`src/rtl/blk_dma_engine.sv`:
```
module blk_dma_engine #(
  parameter int MAW   = 16,
  parameter int PAW   = 9,
  parameter int DELAY = 16
) (
  input  logic             clk,
  input  logic             rst_n,
  input  logic             reg_sel,
  input  logic             reg_we,
  input  logic [4:0]       reg_addr,
  input  logic [31:0]      reg_wdata,
  output logic [31:0]      reg_rdata,
  output logic             reg_err,
  output logic             mm_en,
  output logic             mm_we,
  output logic [MAW-1:0]   mm_addr,
  output logic [7:0]       mm_wdata,
  input  logic [7:0]       mm_rdata,
  output logic             pr_en,
  output logic             pr_we,
  output logic [PAW-1:0]   pr_addr,
  output logic [7:0]       pr_wdata,
  input  logic [7:0]       pr_rdata,
  output logic             cmd_req,
  input  logic             cmd_done,
  output logic             irq
);
  localparam int NB = 64;
  localparam int CW = $clog2(NB + 1);
  localparam int DW = $clog2(DELAY + 1);

  typedef enum logic [2:0] {S_IDLE, S_WAIT, S_CMD, S_COPY, S_DONE} st_t;

  st_t           state;
  logic          to_main, busy, irq_q, err_q;
  logic [MAW-1:0] madr;
  logic [28:0]   padr;
  logic [DW-1:0] wcnt;
  logic [CW-1:0] ccnt;

  wire wr        = reg_sel & reg_we;
  wire hit_madr  = reg_addr == 5'h00;
  wire hit_rdst  = reg_addr == 5'h04;
  wire hit_zero  = reg_addr == 5'h0C;
  wire hit_wrst  = reg_addr == 5'h10;
  wire hit_stat  = reg_addr == 5'h18;
  wire mapped    = hit_madr | hit_rdst | hit_zero | hit_wrst | hit_stat;
  wire start_req = wr & (hit_rdst | hit_wrst);
  wire start     = start_req & (state == S_IDLE);

  logic unused_bits;
  assign unused_bits = ^reg_wdata[31:29];

  always_ff @(posedge clk) begin
    if (!rst_n) begin
      state   <= S_IDLE;
      to_main <= 1'b0;
      busy    <= 1'b0;
      irq_q   <= 1'b0;
      err_q   <= 1'b0;
      madr    <= '0;
      padr    <= '0;
      wcnt    <= '0;
      ccnt    <= '0;
    end else begin
      err_q <= reg_sel & ~mapped;
      if (wr & hit_madr) madr <= reg_wdata[MAW-1:0];
      if (start) begin
        padr    <= reg_wdata[28:0];
        to_main <= hit_rdst;
        busy    <= 1'b1;
        wcnt    <= '0;
        state   <= S_WAIT;
      end
      case (state)
        S_WAIT: begin
          wcnt <= wcnt + 1'b1;
          if (wcnt == DW'(DELAY - 1)) begin
            busy  <= 1'b0;
            ccnt  <= '0;
            state <= to_main ? S_CMD : S_COPY;
          end
        end
        S_CMD: if (cmd_done) begin
          ccnt  <= '0;
          state <= to_main ? S_COPY : S_DONE;
        end
        S_COPY: begin
          ccnt <= ccnt + 1'b1;
          if (ccnt == CW'(NB)) state <= to_main ? S_DONE : S_CMD;
        end
        S_DONE: state <= S_IDLE;
        default: ;
      endcase
      if (state == S_DONE) irq_q <= 1'b1;
      else if (wr & hit_stat) irq_q <= 1'b0;
    end
  end

  wire           rd_ph = (state == S_COPY) && (ccnt < CW'(NB));
  wire           wr_ph = (state == S_COPY) && (ccnt != '0);
  wire [CW-1:0]  didx  = ccnt - 1'b1;

  assign pr_en    = to_main ? rd_ph : wr_ph;
  assign pr_we    = ~to_main & wr_ph;
  assign pr_addr  = padr[PAW-1:0] + (to_main ? PAW'(ccnt) : PAW'(didx));
  assign pr_wdata = mm_rdata;
  assign mm_en    = to_main ? wr_ph : rd_ph;
  assign mm_we    = to_main & wr_ph;
  assign mm_addr  = madr + (to_main ? MAW'(didx) : MAW'(ccnt));
  assign mm_wdata = pr_rdata;
  assign cmd_req  = state == S_CMD;
  assign irq      = irq_q;
  assign reg_err  = err_q;

  always_comb begin
    case (reg_addr)
      5'h00:        reg_rdata = 32'(madr);
      5'h04, 5'h10: reg_rdata = {3'b000, padr};
      5'h18:        reg_rdata = {19'b0, irq_q, 11'b0, busy};
      default:      reg_rdata = 32'h0;
    endcase
  end


  no_port_in_cmd_chk: assert property (@(posedge clk) disable iff (!rst_n)
    cmd_req |-> !(mm_en || pr_en));

  cmd_hold_chk: assert property (@(posedge clk) disable iff (!rst_n)
    (cmd_req && !cmd_done) |=> cmd_req);

  start_ignored_chk: assert property (@(posedge clk) disable iff (!rst_n)
    (start_req && state != S_IDLE) |=> $stable(padr));

  irq_ack_chk: assert property (@(posedge clk) disable iff (!rst_n)
    (wr && hit_stat && state != S_DONE) |=> !irq);

  busy_quiet_chk: assert property (@(posedge clk) disable iff (!rst_n)
    (mm_en || pr_en) |-> !busy);

  copy_bound_chk: assert property (@(posedge clk) disable iff (!rst_n)
    (state == S_COPY) |-> (ccnt <= CW'(NB)));
endmodule

```
`config.mk`:
```
export PLATFORM = sky130hd
export DESIGN_NAME = blk_dma_engine
export DESIGN_NICKNAME = d
export VERILOG_FILES = /design/src/rtl/blk_dma_engine.sv
export SDC_FILE = /design/constraint.sdc
export NUM_CORES = 1
export LEC_CHECK = 0
export BUFFER_PORTS_ARGS = -buffer_cell sky130_fd_sc_hd__buf_4
export CAP_MARGIN = 20
export CORE_ASPECT_RATIO = 0.5
export CORE_MARGIN = 2
export CORE_UTILIZATION = 50
export DETAILED_ROUTE_END_ITERATION = 10
export GPL_ROUTABILITY_DRIVEN = 0
export PLACE_DENSITY = 0.78
export SLEW_MARGIN = 10
export SYNTH_ARGS = -nofsm -noshare
export SYNTH_HDL_FRONTEND = slang
export SYNTH_SLANG_ARGS = --single-unit
```
`constraint.sdc`:
```
create_clock -name clk -period 4.8 [get_ports clk]
set_clock_uncertainty 0.1 [all_clocks]
set_input_delay 0.96 -clock clk [delete_from_list [all_inputs] [get_ports clk]]
set_output_delay 0.96 -clock clk [all_outputs]
set_load 0.01 [all_outputs]
```
* After elaboration in Yosys (flattened, before gate mapping)
Cells that the tools add are included.
** Storage, ports and cells
- Flip-flop bits (word level) :: 64
- Bits of input ports :: 58
- Output and inout port bits :: 80
- Logic and storage cells :: 75
** Operators by class
- $add $sub $neg :: 5
- Magnitude comparators :: 1
- Equality and inequality tests :: 12
- Multiplexer cells :: 23
- Bitwise gates (word level) :: 15
- Reductions and logical operators :: 10
** Operators by type and width (number)
- 29-bit case mux with 3 select lines :: 1
- 7-bit 2-to-1 mux :: 4
- 7-bit case mux with 3 select lines :: 1
- 3-bit 2-to-1 mux :: 6
- 16-bit by 7-bit adder with 16-bit output :: 1
- 3-bit case mux with 4 select lines :: 1
- 5-bit by 4-bit equality test with 1-bit output (second input constant) :: 2
- 5-bit equality test (second input constant) :: 2
- 5-bit 2-to-1 mux :: 2
- 9-bit by 7-bit adder with 9-bit output :: 1
- 1-bit bitwise AND :: 8
- 1-bit 2-to-1 mux :: 8
- 7-bit by 1-bit adder with 7-bit output (second input constant) :: 1
- 7-bit equality test (second input constant) :: 1
- 7-bit less-than comparator (second input constant) :: 1
- 7-bit nonzero test :: 1
- 7-bit by 1-bit subtractor with 7-bit output (second input constant) :: 1
- 3-bit by 2-bit equality test with 1-bit output (second input constant) :: 2
- 5-bit by 1-bit adder with 5-bit output (second input constant) :: 1
- 5-bit by 3-bit equality test with 1-bit output (second input constant) :: 1
- 5-bit logical NOT :: 1
- 1-bit bitwise OR :: 5
- 2-bit nonzero test :: 2
- 3-bit by 1-bit equality test with 1-bit output (second input constant) :: 1
- 9 further kinds :: 11

* Logic depth before layout (Yosys ltp)
Gate-level depths: netlist of run 1.
- Depth after elaboration :: 7
- Mapped depth :: 11
- Gate-level depth less buffers :: 10

* Worst setup path after synthesis of run 1
No wires, ideal clock.
- Path kind :: reg-to-output
- Start :: register ccnt[0]
- End :: output port mm_addr[14]
- Arrival time :: 2.518 ns
- Data required time :: 3.740 ns
- Setup slack :: 1.222 ns
- Stages on the path, launching flop included :: 12
- Path buffers :: 1
- Path through :: dfxtp_1 > clkbuf_1 > inv_1 > ha_1 > a21oi_1 > inv_1 > fa_1 > nor2b_1 > o31a_1 > o221ai_1 > nor2b_1 > xor2_1
** Between the ends
- Longest elaborated chain between the ends :: 3
** RTL lines
- from (decl) :: RTL line 39 : logic [CW-1:0] ccnt;
- from (signal assigned) :: RTL line 89 : ccnt <= ccnt + 1'b1;
- 7-bit by 1-bit subtractor with 7-bit output :: RTL line 102 : wire [CW-1:0] didx = ccnt - 1'b1;
- 7-bit 2-to-1 mux (*) :: RTL line 110 : assign mm_addr = madr + (to_main ? MAW'(didx) : MAW'(ccnt));
- 16-bit by 7-bit adder with 16-bit output (*) :: RTL line 110
- to (decl) :: RTL line 16 : output logic [MAW-1:0] mm_addr,
Every way passes the cells marked *; elsewhere a longest branch is shown, timed or not.

* Worst setup path in the final report of run 1
- Start :: register ccnt[2]
- End :: output port mm_addr[15]
The elaborated chain is that of the path after synthesis.

==> out/results.ini, run 1 <==
[run_status]
status=finished, final reports clean

[sta]
period_share=0.918
setup_viol=0
maxSlewViolCount=0
hold_viol_final=0
fin_crit_ns=4.40
rsz0062_at_grt=no
tns_ns=0
clock.fmax_ghz=0.227
slew-limit-headroom=0.354
tightest_slew_ns=0.962

[critical_path]
start_kind=flop
required_ns=3.74
worstSetupPathType=reg2out
rr_endpoint=ccnt[3]
critical-path-top-delay-family=simple AND/OR/NAND/NOR gates
r2r_slack_ns=2.65
crit_buf_inv=1
reg2reg_depth=8
arrival_ns=3.34
crit_path_max_fanout=9
crit_path_end_kind=output port
critPathSlowestCell=a21oi_1
slowest_delay_ns=0.48
reg2reg_from=wcnt[0]
crit_chain=nor2_1 -> nor4b_1 -> nand2_1 -> xnor2_1 -> ha_1 -> o21a_1 -> o221ai_1 -> a21oi_1 -> nand3_1 -> xnor2_1 -> buf_4
crit_top_cell=xnor2_1

[min_path]
hold_class=reg2reg
hold_path_depth=2
min-delay-start=padr[21]
holdPathEnd=padr[21]

[cells_and_area]
fill_cells=739
nets=672
syn_to_final_growth_pct=20.7
drive_gt1_frac=0.214
final_cells=710
antenna_cells=0
seqCellArea_um2=1280
multiInputGateArea_um2=2570

[clock_network]
ctsResizeCount=0
cts_sinks=64
cts-htree-levels=3
cts_hold_buf=0
cts_tree=built
worstSkewPairLatency_ns=0.33
cts.clk_slew.worst_paths_ns=0.05
cts_root_buf=clkbuf_16
numCtsBuffers=9
ctsLongestPathBuffers=2
postCtsSetupBuffers=0

[power_and_ir_drop]
worst_ir_drop_vdd_mv=0.243
p_total_uw=1290
leakagePower_uw=0.00219
pwr_density_cell_nw_per_um2=252

[drt]
wl_per_cell_um=14.7
antenna_left=0
drtIter0Drc=204
drc=0
wl_um=10500
first_pass_iters=5
vias=3865
viasPerCell=5.44

[synthesis]
synthCells=532
synth.distinct_cells=59
async_flop_share=0
synth-main-ff-cell=dfxtp_1
synth_top_area_cell=dfxtp_1
post_synth.cell_area_avg_um2=7.97
synth_edf_count=0
ys_ff_latch=64
synth_top_area_frac=0.302
ys_warn_count=0
ys_seq_area_frac=0.302
syn_area_um2=4240
synthTopCellsByArea=dfxtp_1 30%, nand2_1 9.9%, a21boi_1 6.9%

[global_route]
grt_pass1_vias=3437
antenna_found_initial=0
grt_use_total=0.227
grt_pass1_wl_um=16900
grt_max_degree=59
grt-ovfl-total=0

[placement]
hpwlAfterDp_um=7440
post-place-cells=694
port_buffers=99

[floorplan]
start_util=0.522
die_height_um=69.1
io_pins=138
fp.coreArea_um2=8120
dieWidth_um=134
rows=23
die-area_um2=9270

[run]
drv_cap=0

[logic make-up after synthesis]
group / after synthesis / synth area share
buffers and inverters: 68 / 0.0921
xor gates and xnor gates: 36 / 0.0788
and+or+nand+nor: 217 / 0.247
DFF: 64 / 0.302
muxes: 2 / 0.00472
AOI/OAI and AO/OA: 123 / 0.208
other: 1 / 0.000885
adders and majority gates: 21 / 0.0655
[layout make-up]
class	instances	area share
clock buffer	13	0.0509
clock inverter	3	0.00783
inverter	14	0.0103
multi-input combinational	402	0.503
sequential	64	0.251
tap	112	0.0274
timing repair buffer	102	0.150
[power by group]
part	leakage (uW)	internal, uW	switching, uW	total, uW
Clock	0.000150	428	225	653
Combinational	0.00152	47.3	48.9	96.3
Sequential	0.000516	536	3.13	539
[layer usage]
metal,GRT usage,wire (um)
met5,0,0
met4,0.0737,95
met3,0.0633,817
met2,0.351,4800
met1,0.308,4760
[how the worst max path moves through the flow]
stage,start,end,slack [ns],cells after the start
3_3_place_gp,ccnt[2],mm_addr[15],0.87,11
3_5_place_dp,ccnt[2],mm_addr[15],0.80,11
5_1_grt,ccnt[2],mm_addr[11],0.25,11
4_1_cts,ccnt[2],mm_addr[15],0.43,11
2_1_floorplan,ccnt[0],mm_addr[14],1.22,11
6_report,ccnt[2],mm_addr[15],0.40,11
[stage by stage]
step / area (um2) / hold WS, ns / setup slack [ns] / util
detailed placement: 4810 / 0.341 / 0.800 / 0.593
finish: 5110 / 0.345 / 0.396 / 0.630
CTS: 5110 / 0.348 / 0.429 / 0.630
global placement: 4810 / 0.336 / 0.869 / 0.593
global route: 5110 / 0.359 / 0.250 / 0.630
floorplan: 4250 / 0.324 / 1.22 / -
[state kept, by name, summed over array words and instances, names as in the netlist]
register / count
busy: 1
padr: 29
to_main: 1
madr: 16
ccnt: 7
state: 3
reg_err: 1
wcnt: 5
irq: 1
[worst reg2reg max path, stage by stage (launching register included)]
cell and delay (ns):
dfxtp_1 0.38, ha_1 0.20, and3_1 0.16, ha_1 0.25, o21ai_0 0.12, a21oi_2 0.40, nand4_1 0.18, xor2_1 0.18
nor2_1 0.05
[cell usage after synthesis, drive strengths merged (4+ instances only)]
| cell | instances |
|---|---|
| and3 | 21 |
| nor2b | 5 |
| a22o | 15 |
| dfxtp | 64 |
| xor2 | 15 |
| a21boi | 48 |
| a21o | 5 |
| ha | 19 |
| nor3 | 9 |
| nand2 | 112 |
| nor2 | 24 |
| a21oi | 16 |
| xnor2 | 21 |
| a31oi | 4 |
| inv | 14 |
| buf | 34 |
| clkbuf | 20 |
| nand3 | 13 |
| nand4 | 10 |
| o21ai | 14 |
| o21a | 4 |
| and2 | 7 |
[layout by cell type, fill, tap and decap left out, types with 3 or more instances in the layout]
master	Yosys	final
o21ai_0	14	14
dfxtp_1	64	64
nor2_1	24	24
nor3_1	7	7
and3_1	21	21
conb_1	1	3
a21boi_0	9	9
and2_1	6	6
buf_4	20	102
xnor2_1	21	21
o21a_1	4	4
o211ai_1	3	3
a21oi_1	15	15
or2_2	3	3
nand3_1	12	12
a21o_1	5	5
nand2_1	112	112
inv_1	14	14
xor2_1	14	14
a31oi_1	4	4
nand4_1	10	10
a22o_1	15	15
ha_1	19	19
a21boi_1	39	39
nor2b_1	5	5
clkbuf_16	0	9
No activity file was read; power rests on OpenSTA's default activity.
==> run 2, diff against run 1 <==
--- a/config.mk
+++ b/config.mk
@@ -5,6 +5,7 @@
 export SDC_FILE = /design/constraint.sdc
 export NUM_CORES = 1
 export LEC_CHECK = 0
+export ABC_AREA = 1
 export BUFFER_PORTS_ARGS = -buffer_cell sky130_fd_sc_hd__buf_4
 export CAP_MARGIN = 20
 export CORE_ASPECT_RATIO = 0.5
==> run 2 against run 1 <==
Compared with the run above:
- via count grew 7.1%
- worst setup slack gained 0.24 ns
- final cell count grew 13%
- largest cell class unchanged
==> out/results.ini, run 2 <==
[run_status]
status=finished, final reports clean

[synthesis]
synthCells=612
synth-simple-area-share=0.235
ys_ff_latch=64
synthTopCellsByArea=dfxtp_1 31%, nand2_1 9.2%, o21ai_0 8.6%
synth_top_family_by_area=simple AND/OR/NAND/NOR gates
synth_edf_count=0
synth.most_common_cell=nand2_1
async_flop_share=0
ys_seq_area_frac=0.309
ys_warn_count=0
synthMuxAreaShare=0
synth_top_area_cell=dfxtp_1
synth_fa_ha_area_frac=0.0670
post_synth.cell_area_avg_um2=6.77
synth_compound_area_frac=0.198
synth_xor_area_frac=0.0444
synth.distinct_cells=36
synth_top_area_frac=0.309
synth-main-ff-cell=dfxtp_1
syn_area_um2=4140
synth.top_cells.by_count=102 x nand2_1, 81 x inv_1, 71 x o21ai_0, 64 x dfxtp_1, 60 x a21oi_1

[global_route]
grt_use_total=0.237
grt_pass1_wl_um=16800
grt_pass1_vias=3615
antenna_found_initial=0
grt-ovfl-total=0
grt_max_degree=67

[placement]
hpwlAfterDp_um=7510
dp_worst_setup_slack_ns=0.986
port_buffers=99

[drt]
viasPerCell=5.18
first_pass_iters=5
drtIter0Drc=335
antenna_left=0
wl_um=10400
vias=4138
drc=0
wl_per_cell_um=13.0

[sta]
tns_ns=0
fin_crit_ns=4.17
maxSlewViolCount=0
rsz0062_at_grt=no
slew-limit-headroom=0.350
hold_viol_final=0
period_share=0.868
holdWs_ns=0.350
clock.fmax_ghz=0.240
fin_ws_ns=0.632
tightest_slew_ns=0.974
setup_viol=0

[clock_network]
ctsResizeCount=0
cts_hold_buf=0
cts_sinks=64
worstSkewPairLatency_ns=0.34
cts-htree-levels=3
ctsLongestPathBuffers=2
numCtsBuffers=9
postCtsSetupBuffers=0
cts.clk_slew.worst_paths_ns=0.05
cts_tree=built
cts_root_buf=clkbuf_16

[cells_and_area]
largest_reg_flops=29
final_cell_mix=102 x nand2_1, 99 x buf_4, 81 x inv_1
fill_cells=734
reg.largest.list=padr x29, madr x16, ccnt x7
postLayoutCoreUtil=0.635
top_register=padr
final_common_cell=nand2_1
syn_to_final_growth_pct=23.1
drive_gt1_frac=0.192
antenna_cells=0
nets=761

[critical_path]
crit_path_end_kind=output port
crit_path_max_fanout=17
arrival_ns=3.11
reg2reg_depth=7
reg2reg_from=state[1]
required_ns=3.74
rr_endpoint=padr[14]
start_kind=flop
r2r_slack_ns=2.85
worstSetupPathType=reg2out

[floorplan]
rows=23
fp.coreArea_um2=8030
die_height_um=68.4
start_util=0.516
io_pins=138
dieWidth_um=133
die-area_um2=9070

[min_path]
hold_class=reg2reg
holdPathEnd=padr[26]
min-delay-start=padr[26]
hold_path_depth=2

[run]
drv_cap=0

[power_and_ir_drop]
pwr_density_cell_nw_per_um2=263
worst_ir_drop_vdd_mv=0.171
leakagePower_uw=0.00227

==> run 2: cell count changes in the layout (fill, tap and decap cells not counted), sizes merged, moves of 10 or more <==
cell / before / now
nor2: 24 / 63
a21boi: 48 / 0
o21ai: 14 / 75
o22ai: 0 / 10
nand3: 13 / 34
a22o: 15 / 0
xnor2: 21 / 3
inv: 14 / 85
and3: 21 / 0
a21oi: 16 / 60
==> run 2: area by class of cell <==
type	instances	area [um2]	area share
Clock inverter	6	82.6	0.0162
Tap cell	112	140	0.0275
Multi-Input combinational cell	422	2270	0.445
Inverter	85	319	0.0626
Sequential cell	64	1280	0.251
Timing Repair Buffer	100	771	0.151
Clock buffer	10	239	0.0469
==> run 2: critical path, cell delays in order, from the launching register on <==
cell and delay (ns):
dfxtp_1 0.66, inv_1 0.32, o21ai_0 0.29, inv_1 0.09
fa_1 0.45, o21ai_0 0.28, nand2_1 0.08, nand3_1 0.25
nand2_1 0.10, nand2_1 0.07, nand2_1 0.05, buf_4 0.14
==> run 2: through the flow <==
| step | power [uW] | instances | instance area [um2] |
|---|---|---|---|
| after CTS | 1350 | 798 | 5070 |
| after detailed placement | 646 | 782 | 4750 |
| after floorplan | 615 | 614 | 4150 |
| final | 1340 | 799 | 5100 |
| after global placement | 645 | 782 | 4750 |
| after global routing | 1380 | 799 | 5100 |
==> run 2: routing by layer <==
layer  vias to the layer above  track usage  share of wire
met5                         -            0              0
met3                        24       0.0681          0.077
met4                         0       0.0806          0.019
met2                       149        0.405           0.45
li1                       2127            -              -
met1                      1838        0.293           0.46
==> run 2: where the power goes <==
part,switching (uW),internal [uW]
registers,3.13,537
logic,51.6,43.8
clock network,239,465
total,294,1050
==> run 2: cells by family (layout without fill, tap and decap cells) <==
family / after synthesis / in the layout
flip-flops: 64 / 64
XOR/XNOR: 21 / 21
buffers and inverters: 128 / 201
adder cells (fa/ha/maj): 21 / 21
AO/OA/AOI/OAI: 156 / 156
other: 1 / 3
AND/OR/NAND/NOR: 221 / 221
==> run 2: worst max-delay path by stage <==
| stage | startpoint | end | slack, ns | cells past startpoint |
|---|---|---|---|---|
| finish | to_main | mm_addr[12] | 0.63 | 11 |
| global route | to_main | mm_addr[14] | 0.27 | 11 |
| CTS | to_main | mm_addr[12] | 0.64 | 11 |
| detailed placement | to_main | mm_addr[12] | 0.99 | 11 |
| global placement | to_main | mm_addr[12] | 1.05 | 11 |
| floorplan | ccnt[0] | mm_addr[8] | 1.43 | 9 |
